[config.mk]
export PLATFORM = sky130hd
export DESIGN_NAME = board_glue_regs
export DESIGN_NICKNAME = d
export VERILOG_FILES = /design/src/rtl/glue_pkg.sv /design/src/rtl/glue_sync.sv /design/src/rtl/glue_irq.sv /design/src/rtl/glue_regfile.sv /design/src/rtl/board_glue_regs.sv
export SDC_FILE = /design/constraint.sdc
export NUM_CORES = 1
export LEC_CHECK = 0
export CAP_MARGIN = 20
export CORE_MARGIN = 4
export CORE_UTILIZATION = 45
export CTS_CLUSTER_DIAMETER = 30
export DETAILED_ROUTE_END_ITERATION = 16
export GPL_TIMING_DRIVEN = 1
export PLACE_DENSITY_LB_ADDON = 0.1
export SLEW_MARGIN = 0
export SYNTH_ARGS = -nofsm -noshare
export SYNTH_HDL_FRONTEND = slang
export SYNTH_HIERARCHICAL = 1
export SYNTH_SLANG_ARGS = --single-unit
export TNS_END_PERCENT = 100
[constraint.sdc]
create_clock -name clk -period 2.7 [get_ports clk]
set_input_delay 0.54 -clock clk [delete_from_list [all_inputs] [get_ports clk]]
set_output_delay 0.54 -clock clk [all_outputs]
set_load 0.01 [all_outputs]
[src/rtl/glue_pkg.sv]
package glue_pkg;
  localparam logic [7:0] OFS_ID    = 8'h00;
  localparam logic [7:0] OFS_IRR   = 8'h04;
  localparam logic [7:0] OFS_CTRL  = 8'h08;
  localparam logic [7:0] OFS_MCTL0 = 8'hb0;
  localparam logic [7:0] OFS_MCTL1 = 8'hb4;
  localparam logic [7:0] ID_CONST  = 8'h11;
endpackage

[src/rtl/glue_sync.sv]
module glue_sync #(
  parameter int W = 9,
  parameter int STAGES = 2,
  parameter logic [W-1:0] RST_VAL = '0
) (
  input  logic         clk,
  input  logic         rst,
  input  logic [W-1:0] d,
  output logic [W-1:0] q
);
  logic [W-1:0] pipe [STAGES];

  for (genvar s = 0; s < STAGES; s++) begin : g_stage
    if (s == 0) begin : g_first
      always_ff @(posedge clk) begin
        if (rst) pipe[0] <= RST_VAL;
        else     pipe[0] <= d;
      end
    end else begin : g_next
      always_ff @(posedge clk) begin
        if (rst) pipe[s] <= RST_VAL;
        else     pipe[s] <= pipe[s-1];
      end
    end
  end

  assign q = pipe[STAGES-1];
endmodule

[src/rtl/glue_irq.sv]
module glue_irq (
  input  logic clk,
  input  logic rst,
  input  logic eth_n_s,
  input  logic usb_n_s,
  input  logic comp_s,
  output logic irq_q
);
  logic any_req;
  assign any_req = ~eth_n_s | ~usb_n_s | comp_s;

  always_ff @(posedge clk) begin
    if (rst) irq_q <= 1'b0;
    else     irq_q <= any_req;
  end
endmodule

[src/rtl/glue_regfile.sv]
module glue_regfile
  import glue_pkg::*;
#(
  parameter int DATA_W = 8,
  parameter int ADDR_W = 8,
  parameter int NSRC   = 3,
  parameter int MCTL_W = 4,
  parameter int STS_W  = 6
) (
  input  logic              clk,
  input  logic              rst,
  input  logic [ADDR_W-1:0] addr,
  input  logic [DATA_W-1:0] wdata,
  input  logic              we,
  input  logic              re,
  output logic [DATA_W-1:0] rdata,
  input  logic [NSRC-1:0]   src_raw,
  input  logic [STS_W-1:0]  sts_s,
  output logic [MCTL_W-1:0] mctl0_q,
  output logic [DATA_W-1:0] ctrl_reg
);
  localparam logic [MCTL_W-1:0] MCTL_RST = '1;

  logic hit_id, hit_irr, hit_ctrl, hit_mc0, hit_mc1;
  assign hit_id   = (addr == ADDR_W'(OFS_ID));
  assign hit_irr  = (addr == ADDR_W'(OFS_IRR));
  assign hit_ctrl = (addr == ADDR_W'(OFS_CTRL));
  assign hit_mc0  = (addr == ADDR_W'(OFS_MCTL0));
  assign hit_mc1  = (addr == ADDR_W'(OFS_MCTL1));

  always_ff @(posedge clk) begin
    if (rst) begin
      mctl0_q  <= MCTL_RST;
      ctrl_reg <= '0;
    end else if (we) begin
      if (hit_mc0)  mctl0_q  <= wdata[MCTL_W-1:0];
      if (hit_ctrl) ctrl_reg <= wdata;
    end
  end

  logic [DATA_W-1:0] rd_mux;
  always_comb begin
    rd_mux = '0;
    if (hit_id)   rd_mux = DATA_W'(ID_CONST);
    if (hit_irr)  rd_mux[NSRC-1:0]   = src_raw;
    if (hit_ctrl) rd_mux = ctrl_reg;
    if (hit_mc0)  rd_mux[MCTL_W-1:0] = mctl0_q;
    if (hit_mc1)  rd_mux[STS_W-1:0]  = sts_s;
  end

  always_ff @(posedge clk) begin
    if (rst)     rdata <= '0;
    else if (re) rdata <= rd_mux;
  end
endmodule

[src/rtl/board_glue_regs.sv]
module board_glue_regs #(
  parameter int DATA_W      = 8,
  parameter int ADDR_W      = 8,
  parameter int MCTL_W      = 4,
  parameter int STS_W       = 6,
  parameter int SYNC_STAGES = 2
) (
  input  logic              clk,
  input  logic              rst,
  input  logic [ADDR_W-1:0] bus_addr,
  input  logic [DATA_W-1:0] bus_wdata,
  input  logic              bus_we,
  input  logic              bus_re,
  output logic [DATA_W-1:0] bus_rdata,
  input  logic              src_eth_n,
  input  logic              src_usb_n,
  input  logic              src_comp,
  input  logic [STS_W-1:0]  ser_sts_n,
  output logic [MCTL_W-1:0] ser_ctl_n,
  output logic [DATA_W-1:0] ctrl_q,
  output logic              irq_up
);
  localparam int NSRC = 3;
  localparam int SW   = NSRC + STS_W;
  localparam logic [SW-1:0] IDLE = {{STS_W{1'b1}}, 1'b0, 1'b1, 1'b1};

  logic [SW-1:0] async_in, sync_out;
  assign async_in = {ser_sts_n, src_comp, src_usb_n, src_eth_n};

  glue_sync #(.W(SW), .STAGES(SYNC_STAGES), .RST_VAL(IDLE)) u_sync (
    .clk(clk), .rst(rst), .d(async_in), .q(sync_out)
  );

  glue_irq u_irq (
    .clk(clk), .rst(rst),
    .eth_n_s(sync_out[0]), .usb_n_s(sync_out[1]), .comp_s(sync_out[2]),
    .irq_q(irq_up)
  );

  glue_regfile #(
    .DATA_W(DATA_W), .ADDR_W(ADDR_W), .NSRC(NSRC),
    .MCTL_W(MCTL_W), .STS_W(STS_W)
  ) u_regs (
    .clk(clk), .rst(rst),
    .addr(bus_addr), .wdata(bus_wdata), .we(bus_we), .re(bus_re),
    .rdata(bus_rdata),
    .src_raw(sync_out[NSRC-1:0]),
    .sts_s(sync_out[SW-1:NSRC]),
    .mctl0_q(ser_ctl_n),
    .ctrl_reg(ctrl_q)
  );
endmodule

-- Word level (Yosys, flattened, before mapping)
Memory sizes are Yosys's and may differ from the RTL's.
Cells that the tools add are included.
- $mul: 0
- bitwise gates (word level): 6
- order comparisons: 0
- equality and inequality tests: 4
- reductions and logical operators: 3
- shifts and indexed selects: 0
- add/subtract/negate cells: 0
- divide/modulo/power cells: 0
- muxes and demuxes: 10
- operators with widths (operator ; count):
    $mux W9 ; 2
    $eq A8 B8 Y1 const B ; 2
    $eq A8 B3 Y1 const B ; 1
    $eq A8 B4 Y1 const B ; 1
    $logic_not A8 Y1 ; 1
    $mux W8 ; 1
    $mux W6 ; 1
    $mux W5 ; 1
    $mux W4 ; 1
    $or A1 B1 Y1 ; 4
    $reduce_and A2 Y1 ; 2
    $mux W1 ; 3
    $mux W3 ; 1
    $not A1 Y1 ; 2
- output and inout port bits: 21
- word-level logic and storage cells: 28
- latch bits: 0
- RAM bits: 18
- memories kept: 1
- register bits after elaboration: 21
- bits in read-only memories: 0
- memory list (name ; words ; width ; rd ports ; clocked after Yosys merged registers in ; wr ports ; RTL line ; text):
    u_sync.pipe ; 2 ; 9 ; 2 ; 0 ; 2 ; glue_sync.sv:11 ; logic [W-1:0] pipe [STAGES];

-- Depth between registers and ports, before layout
Gate-level depths: netlist of run 1.
- depth after elaboration: 6
- gate-level depth with buffers: 5
- mapped depth without buffers: 4

-- Cells and area by module
Netlist of run 1, hierarchy kept.
- by module, submodules not included (module ; times used ; seq. area each (um2) ; area an instance (um2) ; cells an instance):
    glue_regfile ; 1 ; 400.4 ; 957.2 ; 104
    glue_sync ; 1 ; 360.3 ; 489.2 ; 37
    glue_irq ; 1 ; 20.0 ; 30.0 ; 3

-- Worst setup path before layout of run 1
No wires, ideal clock.
- path kind: input -> register
- start: input port bus_addr[1]
- end: register u_regs.mctl0_q[0]
- setup slack: 0.916 ns
- arrival: 1.664 ns
- buffers on the path: 0
- cell stages on the path: 4
- path through: or3_4 nor4_4 nor2b_1 a211o_1
- cells in the longest elaborated chain, start to end: 2
- ends and longest elaborated chain (item ; RTL line ; text):
    start: declaration ; board_glue_regs.sv:10 ; input logic [ADDR_W-1:0] bus_addr,
    $eq A8 B8 Y1 ; glue_regfile.sv:28 ; assign hit_mc0 = (addr == ADDR_W'(OFS_MCTL0));
    $reduce_and A2 Y1 (no line) ; n/a ;
    end signal: assignment ; glue_regfile.sv:36 ; if (hit_mc0) mctl0_q <= wdata[MCTL_W-1:0];
    end: declaration ; glue_regfile.sv:19 ; output logic [MCTL_W-1:0] mctl0_q,
No other way between the ends.
A chain may end at the register's enable or synchronous reset.

-- Final worst setup path of run 1
- start: input port bus_addr[1]
- end: register u_regs.mctl0_q[2]
Same word-level chain as after synthesis.

==> metrics, run 1 <==
status=complete, no violations; I/O pin count=50; fin cells=243; Area contributors post-synth=dfxtp_1 53%, mux2i_1 5.4%, or2_1 4.2%, nor2_1 3.6%, a211o_1 3.0%; WL/cell=13.4 um; Worst-Margin Slew=476 ps; Max Freq=0.499 GHz; Post-synth EDFFs=0; Synth Area per Inst=10.3 um2; routability cong.=0.797; register area share after synthesis=0.529; Post-CTS Hold Fix Bufs=0; crit share post-route=0.742; initial core utilization=0.476; layout cells sized above 1=0.116; Hold Fails Final Rpt=0; grt ovf=0; die span in y=65.3 um; Area Overhead vs Synth=43.8%; Power Density=549 mW/mm2; iteration count of the initial detailed-routing pass=4; Synth Instances=144; CTS H-tree lvls=2; Setup-failing EPs final=0; Setup WS pre-CTS=325 ps; cell leakage power=0.809 nW; count leader, synth=dfxtp_1; drt total wl=3260 um; port bufs=49; Max Cap Viol=0; asr flop ratio synth=0; clk slew on worst S/H paths=120 ps; Inst Count DP=235; Unique masters post-synth=34; total track usage=0.171; normalized max-slew margin=0.681; clock root buffer=clkbuf_4; synth cell count leaders=39 x dfxtp_1, 14 x nor2_1, 10 x or2_1; crit path max fanout=8; Clock Path Buffers=2; vias in the first global route=1265; critical path arrival=2250 ps; Pins Over Slew Limit=0; clock skew=6.48 ps; RSZ-0062 raised after global routing=no; min Tclk post-route=2000 ps; Setup Crit Path Kind=in -> reg; Yosys reg bits=39; Die Wd=65.3 um; 1st-iter DRT viols=68; clk sinks=39; Critical Path Start Type=input port; clk_lat worst skew=340 ps; synth warn=6; CORE AREA=0.00310 mm2; DPL Wire Length=2450 um; Synth top area share=0.529; die area=0.00426 mm2; final core occ=0.684; Sum Neg Setup Slack=0 ps; Yosys top cell by area=dfxtp_1; setup bufs post-CTS=0; mapped cell area=0.00148 mm2; CTS tree=done; Routed Antenna Nets=0; final worst-path setup slack=698 ps; Worst IR Drop VDD=349 uV; vias per inst=5.14; vias=1248; Critical Path RT=2940 ps; TritonCTS Buffers=5; initial antenna violation count=0; Primary FF master, synth=dfxtp_1; Crit. End Element=flip-flop; post-CTS sizing=0; largest net degree at the start of global routing=41; Final #Nets=227; diode count=0; num rows=20; max reg flops=18; post-synth net total=173; DRC errors left=0; first-pass GRT wire length=5570 um; Worst Hold Class=reg -> reg
metal layers:
metal,share of wire,up-vias,routed length (um),GRT usage
li1,-,609,-,-
met1,0.41,570,1340,0.191
met2,0.48,59,1560,0.281
met3,0.082,10,267,0.0564
met4,0.029,0,93,0.106
met5,0,-,0,0
metrics by stage:
stage | total power [W] | cell area [um2] | hold WS, ps
after floorplan | 0.000643 | 1480 | 383
after global placement | 0.000702 | 2020 | 385
after detailed placement | 0.000705 | 2020 | 389
after CTS | 0.00118 | 2120 | 417
after global routing | 0.00122 | 2120 | 431
final | 0.00117 | 2120 | 414
placed cells by master (no fill, tap or decap):
master and n:
dfxtp_1 39, a211o_1 5, a311oi_1 1, nand2b_1 4
mux2i_1 8, or3_4 1, and2b_2 2, a32oi_1 1
nor3_1 3, inv_1 7, and4bb_2 1, a22o_1 1
nand2_1 1, o21ai_0 4, a31oi_1 1, clkdlybuf4s50_1 49
clkbuf_4 5, buf_4 3, nand4_2 1, clkinvlp_4 1
or3_1 1, nand4b_1 1, bufinv_16 2, nor2b_1 7
or2_2 6, and3_1 1, a211oi_1 1, nand3_1 4
or2_1 10, nor2_1 14, nor4_4 1, a22oi_1 2
a2bb2oi_1 1, nor3b_1 1, a21oi_1 2, o32ai_1 4
o22a_1 3
cell type report:
| cell class | count | area, um2 |
|---|---|---|
| clock buffers | 5 | 37.5 |
| repair buffers | 52 | 513 |
| multi-input cells | 93 | 643 |
| flip-flops and latches | 39 | 781 |
| inverters | 7 | 26.3 |
| well taps | 44 | 55.1 |
| fillers | 268 | 980 |
| clock inverters | 3 | 67.6 |
cells by family after synthesis:
family	after synthesis	share of synthesized area
buffers and inverters	12	0.0356
DFF	39	0.529
muxes	8	0.0542
AOI/OAI and AO/OA	26	0.135
and+or+nand+nor	59	0.247
path summary, 6_finish.rpt:
| check | endpoint | start | slack, ps | depth (start not counted) |
|---|---|---|---|---|
| max | u_regs/mctl0_q[2] | bus_addr[1] | 700 | 5 |
| min | u_sync/pipe[1][3] | u_sync/pipe[0][3] | 410 | 1 |
| max reg2reg | u_regs/rdata[0] | u_regs/ctrl_reg[0] | 1690 | 4 |
| min reg2reg | u_sync/pipe[1][3] | u_sync/pipe[0][3] | 410 | 1 |
report_power, final:
group | switching, W | internal, W | total, W
clock | 0.000186 | 0.000288 | 0.000474
combinational | 0.0000378 | 0.0000596 | 0.0000975
sequential | 0.00000421 | 0.000590 | 0.000595
critical path: stages:
cell and delay, ps:
clkdlybuf4s50_1 440, or3_4 430, nor4_4 470, nor2b_1 90
a211o_1 280
Power figures use the tool's default switching activity.
==> run 2: changes to the inputs <==
Settings changed: CORE_UTILIZATION 45 to 44.
Clock period 2.7 ns to 2 ns, I/O delays scaled along.
==> metrics, run 2 (synthesized netlist as in run 1, its figures left out) <==
commonest non-fill, non-tap cell in the layout=clkdlybuf4s50_1; min Tclk post-route=1770 ps; layout cells sized above 1=0.178 (+0.0620); status=complete, no violations; Setup-failing EPs final=0 (unchanged); crit path max fanout=7 (-1); normalized max-slew margin=0.645 (-0.0355); cell leakage power=0.878 nW (+8.6%); most frequent cells in the layout=49 x clkdlybuf4s50_1, 39 x dfxtp_1, 18 x buf_4; CORE AREA=0.00313 mm2 (+0.81%); grt ovf=0 (unchanged); vias=1278 (+2.4%); I/O pin count=50 (unchanged); initial antenna violation count=0 (unchanged); Critical Path Start Type=input port; routed wl met2=1640 um (+5.1%); Max Freq=0.564 GHz; Post-CTS Hold Fix Bufs=0 (unchanged); Final #Nets=242 (+6.6%); worst hold path cell count=1 (unchanged); iteration count of the initial detailed-routing pass=4 (unchanged); Critical Path RT=2230 ps (-710 ps); Clock Path Buffers=2 (unchanged); Max stage delay on crit path=430 ps (-40 ps); placed instance area=0.00213 mm2 (+5.6%); RSZ-0062 raised after global routing=no; fin cells=258 (+6.2%); Sum Neg Setup Slack=0 ps (unchanged); DRC errors left=0 (unchanged); die span in y=65.9 um (+0.99%); initial core utilization=0.472 (-0.00381); CP startpoint=bus_addr[1]; post-CTS sizing=0 (unchanged); Crit. End Element=flip-flop; Die Wd=65.9 um (+0.99%); Routed Antenna Nets=0 (unchanged); Hold Fails Final Rpt=0 (unchanged); setup bufs post-CTS=0 (unchanged); CTS H-tree lvls=2 (unchanged); port bufs=49 (unchanged); vias in the first global route=1221 (-3.5%); Worst Hold Class=reg -> reg; Pins Over Slew Limit=0 (unchanged); met3 wire len=235 um (-12%); diode count=0 (unchanged); Final Total Pwr=0.00148 W (+27%); crit share post-route=0.886; met1 WL=1490 um (+11%); first-pass GRT wire length=5380 um (-3.3%); critical path arrival=2010 ps (-240 ps); top sig layer=met4; critical-path cell list=clkdlybuf4s50_1, or3_4, nor4_4, buf_4, nor2b_1, a211o_1; Max Cap Viol=0 (unchanged); Power Density=669 mW/mm2 (+22%); 1st-iter DRT viols=31 (-54%); clk sinks=39 (unchanged); worst reg2reg endpoint=u_regs/rdata[0]; Inst Count DP=250 (+6.4%); total track usage=0.164 (-0.00756); crit path to=u_regs/mctl0_q[2]; vias per inst=4.95 (-3.5%); final instance area=0.00222 mm2 (+4.4%); routability cong.=0.793 (-0.54%); Worst IR Drop VDD=494 uV (+42%); Worst-Margin Slew=531 ps (+55.2 ps); clock root buffer=clkbuf_4; clk slew on worst S/H paths=110 ps (about the same); Setup Crit Path Kind=in -> reg; drt total wl=3410 um (+4.4%); flop-to-flop setup slack=980 ps (-710 ps); WL/cell=13.2 um (-1.7%); clk_lat worst skew=330 ps (about the same); CTS tree=done; clock skew=5.38 ps (-1.10 ps); CP max stage cell=or3_4; die area=0.00435 mm2 (+2.0%); R2R Path Start=u_regs/ctrl_reg[0]; Area Overhead vs Synth=50.2%; DPL Wire Length=2670 um (+9.1%); TritonCTS Buffers=5 (unchanged); max reg flops=18 (unchanged); R2R depth=4 (unchanged); Hold Slack=415 ps (+0.491 ps); num rows=20 (unchanged); largest net degree at the start of global routing=22 (-46%)
==> run 2: critical path, delay by kind of cell <==
kind,cells,cell delay [ps]
buffers and inverters,2,600
AOI/OAI and AO/OA,1,250
and+or+nand+nor,3,750
==> run 2: layer usage <==
metal	vias to the layer above	track usage
li1	642	-
met1	585	0.190
met2	47	0.275
met3	4	0.0629
met4	0	0.0518
met5	-	0
==> run 2: power by group <==
| part | leakage, nW | switching [W] | total, W | internal, W |
|---|---|---|---|---|
| Clock | 0.0482 | 0.000240 | 0.000536 | 0.000295 |
| Combinational | 0.511 | 0.0000537 | 0.000145 | 0.0000913 |
| Sequential | 0.319 | 0.00000602 | 0.000803 | 0.000797 |
==> run 2: worst min-delay path by stage <==
stage	slack, ps	to	from
4_1_cts	420	u_sync/pipe[1][3]	u_sync/pipe[0][3]
3_5_place_dp	390	u_sync/pipe[1][3]	u_sync/pipe[0][3]
6_report	410	u_sync/pipe[1][3]	u_sync/pipe[0][3]
2_1_floorplan	380	u_sync/pipe[1][0]	u_sync/pipe[0][0]
5_1_grt	440	u_sync/pipe[1][1]	u_sync/pipe[0][1]
3_3_place_gp	390	u_sync/pipe[1][3]	u_sync/pipe[0][3]
==> run 2: per-stage QoR <==
stage	setup slack [ps]	utilization
floorplan	356	-
global placement	-80.6	0.681
detailed placement	-119	0.681
CTS	234	0.709
global route	160	0.709
finish	228	0.709
==> run 2: final cells by class <==
class | count | area, um2
Clock inverter | 2 | 35.0
Tap cell | 44 | 55.1
Sequential cell | 39 | 781
Multi-Input combinational cell | 93 | 643
Timing Repair Buffer | 67 | 626
Fill cell | 249 | 911
Clock buffer | 6 | 51.3
Inverter | 7 | 26.3
